$ cat src/rtl/cap_timer_pkg.sv
package cap_timer_pkg;

  typedef enum logic {
    MODE_TIMER = 1'b0,
    MODE_EVENT = 1'b1
  } count_mode_e;

  // A falling edge needs a stored high sample and a new low sample.
  function automatic logic is_fall(input logic prev_smp, input logic new_smp);
    return prev_smp & ~new_smp;
  endfunction

  // Flag update: a hardware set beats a software clear.
  function automatic logic flag_next(input logic cur, input logic set, input logic clr);
    if (set) return 1'b1;
    if (clr) return 1'b0;
    return cur;
  endfunction

endpackage

$ cat src/rtl/ct_phase_gen.sv
module ct_phase_gen #(
  parameter int MC_LEN = 12,
  parameter int SMP_PH = 9,
  parameter int UPD_PH = 2,
  localparam int PH_W = $clog2(MC_LEN)
) (
  input  logic            clk,
  input  logic            rst,
  output logic [PH_W-1:0] phase,
  output logic            smp_stb,
  output logic            upd_stb
);

  localparam logic [PH_W-1:0] LAST_PH = PH_W'(MC_LEN - 1);
  localparam logic [PH_W-1:0] SMP_V   = PH_W'(SMP_PH);
  localparam logic [PH_W-1:0] UPD_V   = PH_W'(UPD_PH);

  logic [PH_W-1:0] phase_q;

  always_ff @(posedge clk) begin
    if (rst)                    phase_q <= '0;
    else if (phase_q == LAST_PH) phase_q <= '0;
    else                        phase_q <= phase_q + 1'b1;
  end

  assign phase   = phase_q;
  assign smp_stb = (phase_q == SMP_V);
  assign upd_stb = (phase_q == UPD_V);

endmodule

$ cat src/rtl/ct_fall_sampler.sv
module ct_fall_sampler #(
  parameter int N = 2
) (
  input  logic         clk,
  input  logic         rst,
  input  logic         smp_stb,
  input  logic         upd_stb,
  input  logic [N-1:0] pin,
  output logic [N-1:0] pend
);
  import cap_timer_pkg::*;

  for (genvar g = 0; g < N; g++) begin : g_lane
    logic smp_q;
    logic pend_q;

    always_ff @(posedge clk) begin
      if (rst) begin
        smp_q  <= 1'b0;
        pend_q <= 1'b0;
      end else if (smp_stb) begin
        smp_q  <= pin[g];
        pend_q <= is_fall(smp_q, pin[g]);
      end else if (upd_stb) begin
        pend_q <= 1'b0;
      end
    end

    assign pend[g] = pend_q;
  end

endmodule

$ cat src/rtl/ct_count_core.sv
module ct_count_core #(
  parameter int W = 16,
  localparam int HW = W / 2
) (
  input  logic          clk,
  input  logic          rst,
  input  logic          inc_stb,
  input  logic          wr_hi,
  input  logic          wr_lo,
  input  logic [HW-1:0] wr_data,
  output logic [W-1:0]  count,
  output logic          roll_evt
);

  logic [W-1:0] count_q;
  logic [W-1:0] count_d;

  function automatic logic [W-1:0] step_count(input logic [W-1:0] c, input logic en);
    return en ? c + W'(1) : c;
  endfunction

  function automatic logic [W-1:0] apply_write(input logic [W-1:0] c,
                                               input logic hi, input logic lo,
                                               input logic [HW-1:0] d);
    logic [W-1:0] r;
    r = c;
    if (hi) r[W-1:HW] = d;
    if (lo) r[HW-1:0] = d;
    return r;
  endfunction

  // Writes override the increment, so a write edge never wraps.
  assign count_d  = apply_write(step_count(count_q, inc_stb), wr_hi, wr_lo, wr_data);
  assign roll_evt = inc_stb & ~(wr_hi | wr_lo) & (&count_q);

  always_ff @(posedge clk) begin
    if (rst) count_q <= '0;
    else     count_q <= count_d;
  end

  assign count = count_q;

endmodule

$ cat src/rtl/ct_event_regs.sv
module ct_event_regs #(
  parameter int W = 16
) (
  input  logic         clk,
  input  logic         rst,
  input  logic         cap_evt,
  input  logic [W-1:0] count,
  input  logic         roll_evt,
  input  logic         ovf_clr,
  input  logic         trig_clr,
  output logic [W-1:0] cap,
  output logic         ovf_flag,
  output logic         trig_flag
);
  import cap_timer_pkg::*;

  localparam int NFLAG = 2;

  logic [W-1:0]     cap_q;
  logic [NFLAG-1:0] set_v;
  logic [NFLAG-1:0] clr_v;
  logic [NFLAG-1:0] flag_q;

  always_ff @(posedge clk) begin
    if (rst)          cap_q <= '0;
    else if (cap_evt) cap_q <= count;
  end

  assign set_v = {cap_evt, roll_evt};
  assign clr_v = {trig_clr, ovf_clr};

  for (genvar f = 0; f < NFLAG; f++) begin : g_flag
    always_ff @(posedge clk) begin
      if (rst) flag_q[f] <= 1'b0;
      else     flag_q[f] <= flag_next(flag_q[f], set_v[f], clr_v[f]);
    end
  end

  assign cap       = cap_q;
  assign ovf_flag  = flag_q[0];
  assign trig_flag = flag_q[1];

endmodule

$ cat src/rtl/cap_timer16.sv
module cap_timer16 #(
  parameter int CNT_W  = 16,
  parameter int MC_LEN = 12,
  parameter int SMP_PH = 9,
  parameter int UPD_PH = 2,
  localparam int HW    = CNT_W / 2,
  localparam int PH_W  = $clog2(MC_LEN)
) (
  input  logic          clk,
  input  logic          rst,
  input  logic          run_en,
  input  logic          count_sel,
  input  logic          ext_en,
  input  logic          cnt_pin,
  input  logic          trig_pin,
  input  logic          wr_hi,
  input  logic          wr_lo,
  input  logic [HW-1:0] wr_data,
  input  logic          ovf_clr,
  input  logic          trig_clr,
  output logic [HW-1:0] cnt_hi,
  output logic [HW-1:0] cnt_lo,
  output logic [HW-1:0] cap_hi,
  output logic [HW-1:0] cap_lo,
  output logic          ovf_flag,
  output logic          trig_flag,
  output logic          irq
);
  import cap_timer_pkg::*;

  localparam int LANE_CNT  = 0;
  localparam int LANE_TRIG = 1;

  count_mode_e       mode;
  logic [PH_W-1:0]   phase;
  logic              smp_stb;
  logic              upd_stb;
  logic [1:0]        pend;
  logic              inc_stb;
  logic              cap_evt;
  logic              roll_evt;
  logic              wr_any;
  logic [CNT_W-1:0]  count;
  logic [CNT_W-1:0]  cap;

  assign mode   = count_mode_e'(count_sel);
  assign wr_any = wr_hi | wr_lo;

  ct_phase_gen #(
    .MC_LEN(MC_LEN), .SMP_PH(SMP_PH), .UPD_PH(UPD_PH)
  ) u_phase (
    .clk(clk), .rst(rst), .phase(phase), .smp_stb(smp_stb), .upd_stb(upd_stb)
  );

  ct_fall_sampler #(.N(2)) u_smp (
    .clk(clk), .rst(rst), .smp_stb(smp_stb), .upd_stb(upd_stb),
    .pin({trig_pin, cnt_pin}), .pend(pend)
  );

  assign inc_stb = run_en & upd_stb & ((mode == MODE_TIMER) | pend[LANE_CNT]);
  assign cap_evt = ext_en & upd_stb & pend[LANE_TRIG];

  ct_count_core #(.W(CNT_W)) u_core (
    .clk(clk), .rst(rst), .inc_stb(inc_stb), .wr_hi(wr_hi), .wr_lo(wr_lo),
    .wr_data(wr_data), .count(count), .roll_evt(roll_evt)
  );

  ct_event_regs #(.W(CNT_W)) u_evt (
    .clk(clk), .rst(rst), .cap_evt(cap_evt), .count(count), .roll_evt(roll_evt),
    .ovf_clr(ovf_clr), .trig_clr(trig_clr), .cap(cap),
    .ovf_flag(ovf_flag), .trig_flag(trig_flag)
  );

  assign cnt_hi = count[CNT_W-1:HW];
  assign cnt_lo = count[HW-1:0];
  assign cap_hi = cap[CNT_W-1:HW];
  assign cap_lo = cap[HW-1:0];
  assign irq    = ovf_flag | trig_flag;

endmodule

$ cat config.mk
export PLATFORM = sky130hd
export DESIGN_NAME = cap_timer16
export DESIGN_NICKNAME = d
export VERILOG_FILES = /design/src/rtl/cap_timer_pkg.sv /design/src/rtl/ct_phase_gen.sv /design/src/rtl/ct_fall_sampler.sv /design/src/rtl/ct_count_core.sv /design/src/rtl/ct_event_regs.sv /design/src/rtl/cap_timer16.sv
export SDC_FILE = /design/constraint.sdc
export NUM_CORES = 1
export LEC_CHECK = 0
export BUFFER_PORTS_ARGS = -buffer_cell sky130_fd_sc_hd__buf_2
export CAP_MARGIN = 10
export CORE_MARGIN = 2
export CORE_UTILIZATION = 55
export DETAILED_ROUTE_END_ITERATION = 12
export PLACE_DENSITY = 0.84
export SKIP_CTS_REPAIR_TIMING = 1
export SLEW_MARGIN = 10
export SYNTH_ARGS = -nofsm -noshare
export SYNTH_HDL_FRONTEND = slang
export SYNTH_SLANG_ARGS = --single-unit
$ cat constraint.sdc
create_clock -name clk -period 5.7 [get_ports clk]
set_input_delay 1.14 -clock clk [delete_from_list [all_inputs] [get_ports clk]]
set_output_delay 1.14 -clock clk [all_outputs]
set_load 0.01 [all_outputs]
==> metrics.log <==
INFO  metric critPathRequiredTime = between 5 and 6 ns
INFO  metric stdcell_area = roughly 2200 µm²
INFO  metric floorplan.initialDensity = a little under three fifths
INFO  metric synth.lib_cells_used.distinct = 36
INFO  metric max_cap_viol = 0
INFO  metric ys_seq_area_share = a little over two fifths
INFO  metric finalClockSkew = about 0.013 ns
INFO  metric clock_tree.htree_level_count = 2
INFO  metric rows = 21
INFO  metric synth_nets = roughly 260
INFO  metric port_buffers = 53
INFO  metric core = 3340 µm²
INFO  metric post_dp_cell_area = between 2000 and 2500 µm²
INFO  metric worst_path_largest_cell_delay = roughly 0.8 ns
INFO  metric drt-pass1-iter-count = 4
INFO  metric critPathBufInv = 0
INFO  metric grt_max_degree = 45
INFO  metric clock_tree_from_tritoncts = built
INFO  metric p_leak = just over 0.9 nW
INFO  metric critical_path.startpoint_type = flip-flop
INFO  metric synth_area = around 1900 µm²
INFO  metric cell_count_after_synthesis = between 200 and 250
INFO  metric post_synth.cell_area_avg = about 8 µm²
INFO  metric power.density = around 240 nW/µm²
INFO  metric clk_transition_reported_paths = ~0.13 ns
INFO  metric synthArstFlopShare = 0%
INFO  metric crit_fanout = 11
INFO  metric max-vdd-ir-drop = between 0.15 and 0.2 mV
INFO  metric die-height = roughly 63 µm
INFO  metric final_max_slew_viol_count = 0
INFO  metric route.antenna.remaining_nets = 0
INFO  metric p_int = 387 µW
INFO  metric worst_ep_arrival_time = about 2.8 ns
INFO  metric total_switching_power = 140 µW
INFO  metric synth-edff-count = 0
INFO  metric route.detailed.vias_per_inst = between 5 and 6
INFO  metric netlist.area_leader.share = a little over two fifths
INFO  metric cp_cell_sequence = nand4_1, or4_1, or4_1, a311oi_1
INFO  metric p_sw_share = between 20% and 30%
INFO  metric final-instance-count-excl-fill = between 300 and 400
INFO  metric dpl.hpwl = between 3000 and 4000 µm
INFO  metric final-hold-violation-count = 0
INFO  metric rsz_0062_raised_after_global_routing = false
INFO  metric synthMostInstantiatedCell = sky130_fd_sc_hd__dfxtp_1
INFO  metric first_pass_grt_wire_length = approximately 7500 µm
INFO  metric timing.critical_path.max_delay_family = simple AND/OR/NAND/NOR gates
INFO  metric cts.path.max_buffers = 2
INFO  metric root_buffer = sky130_fd_sc_hd__clkbuf_4
INFO  metric die_width = 63.0 µm
INFO  metric number_of_clock_sinks = between 40 and 50
INFO  metric drive_above_1_share = between 20 and 25%
INFO  metric area.growth.synth_to_final = 16.9%
INFO  metric crit_path_frequent_cell = sky130_fd_sc_hd__or4_1
INFO  metric slew_at_the_pin_closest_to_its_max_slew_limit = slightly below 0.8 ns
INFO  metric worstHoldPathType = reg -> reg
INFO  metric power.share.combinational = between 10 and 15%
INFO  metric run_status = completed
INFO  metric power_frac_clock = 29.3%
INFO  metric yosys_warnings = 0
INFO  metric final_wirelength = ~4400 µm
INFO  metric die_area = between 3000 and 4000 µm²
INFO  metric synth_top_cell_by_area = sky130_fd_sc_hd__dfxtp_1
INFO  metric layout.filler_cells = 311
INFO  metric worst_slew_margin_rel = between 40% and 50%
INFO  metric fmax = approximately 0.39 GHz
INFO  metric cts_made_buffers = 5
INFO  metric post-route-min-period = ~2.6 ns
INFO  metric seq_power_share = between 60% and 70%
INFO  metric synth_seq_cells = 42
INFO  metric diodes = 0
INFO  metric number_of_antenna_violations_at_the_first_check_in_global_routing = 0
INFO  metric finalSetupViolCount = 0
INFO  metric detail_route.drc_violations = 0
INFO  metric nets = 302
INFO  metric totalNegativeSetupSlack = 0 ns
INFO  metric timing.critical_path.to_type = flip-flop
INFO  metric place_inst = between 300 and 400
INFO  metric synth_ff_type = sky130_fd_sc_hd__dfxtp_1
INFO  metric crit_path_class = reg -> reg
INFO  metric post-layout-total-power = between 500 and 600 µW
INFO  metric grt_usage = between 20% and 30%
INFO  metric drt_iter0_markers = 79
INFO  metric worst_skew_pair.late_latency = roughly 0.36 ns
INFO  metric post_synth_main_area_contributors = sky130_fd_sc_hd__dfxtp_1, sky130_fd_sc_hd__nand2_1, sky130_fd_sc_hd__a21oi_1, sky130_fd_sc_hd__nor2_1, sky130_fd_sc_hd__a211oi_1
INFO  metric i_o_pins = 54
INFO  metric final_min_period_over_clock_period = between 40 and 50%
INFO  metric overflow = 0
INFO  metric via_count = around 1.9k
INFO  metric netlist_top_cells_count = sky130_fd_sc_hd__dfxtp_1, sky130_fd_sc_hd__nand2_1, sky130_fd_sc_hd__a21oi_1, sky130_fd_sc_hd__nor2_1, sky130_fd_sc_hd__clkbuf_1
INFO  metric finalWeightedCongestion = roughly 0.8
INFO  metric hold_slack = approximately 0.46 ns
INFO  metric post_drt_wl_per_cell = 13.5 µm
INFO  metric first_global_vias = 1672
INFO  metric crit_slowest_cell = sky130_fd_sc_hd__or4_1
area by class of cell:
class	instances	area, µm²	area share [%]
Timing Repair Buffer	53	265	11.9
Sequential cell	42	841	37.6
Tap cell	46	57.6	2.57
Inverter	11	41.3	1.84
Clock inverter	1	5.00	0.224
Clock buffer	7	55.1	2.46
Multi-Input combinational cell	166	973	43.5
sequential cells by signal (all words and copies together), names as in the netlist:
signal               flops
u_core.count            16
u_evt.cap               16
u_phase.phase            4
u_smp.g_lane.pend_q      2
u_smp.g_lane.smp_q       2
u_evt.ovf_flag           1
u_evt.trig_flag          1
power groups by stage:
| stage | registers [mW] | logic, mW | clock network, mW |
|---|---|---|---|
| floorplan | 0.325 | 0.0296 | 0 |
| global placement | 0.324 | 0.0530 | 0 |
| detailed placement | 0.324 | 0.0545 | 0 |
| CTS | 0.318 | 0.0547 | 0.156 |
| global route | 0.320 | 0.0610 | 0.170 |
| finish | 0.318 | 0.0545 | 0.154 |
layout by cell type (no fill, tap or decap), drive strengths merged, types with 6 or more instances in the layout:
cell type and n:
a211oi 7, inv 11, nand2 39, nand3 8, nor2 18, a311oi 6
dfxtp 42, buf 53, or3 6, a21oi 23, clkbuf 7
cells by family (layout without fill, tap and decap cells):
kind of cell	after synthesis	count (layout)	share of synthesized area (%)
compound gates	53	53	17.8
xor+xnor	6	6	2.75
fa+ha+maj	4	4	2.61
buf+inv	25	72	5.23
flops	42	42	43.9
mux	4	4	2.09
simple gates	99	99	25.6
through the flow:
step                      worst slack (ns)  utilization, %
after floorplan                       3.01               -
after detailed placement              2.77            65.3
after global routing                  2.99            67.1
final                                 3.12            67.1
after CTS                             3.13            67.1
after global placement                2.80            65.3
layer usage:
metal  wire length [µm]  track usage (%)  part of all wire [%]
met1               1950             28.9                    44
met2               2050             38.8                    47
met3                324             7.57                   7.4
met4                 77             7.22                   1.8
met5                  0                0                     0
final timing paths:
check | slack, ns | cells after the start | endpoint | startpoint
min | 0.46 | 2 | u_evt.cap[13] | u_evt.cap[13]
max reg2reg | 3.12 | 4 | u_core.count[14] | u_core.count[4]
max | 3.12 | 4 | u_core.count[14] | u_core.count[4]
min reg2reg | 0.46 | 2 | u_evt.cap[13] | u_evt.cap[13]
worst reg2reg max path, cell delays in order (launching register included):
cell and delay [ns]:
sky130_fd_sc_hd__dfxtp_1 0.47, sky130_fd_sc_hd__nand4_1 0.40, sky130_fd_sc_hd__or4_1 0.82, sky130_fd_sc_hd__or4_1 0.55, sky130_fd_sc_hd__a311oi_1 0.25
Power figures use the tool's default switching activity.
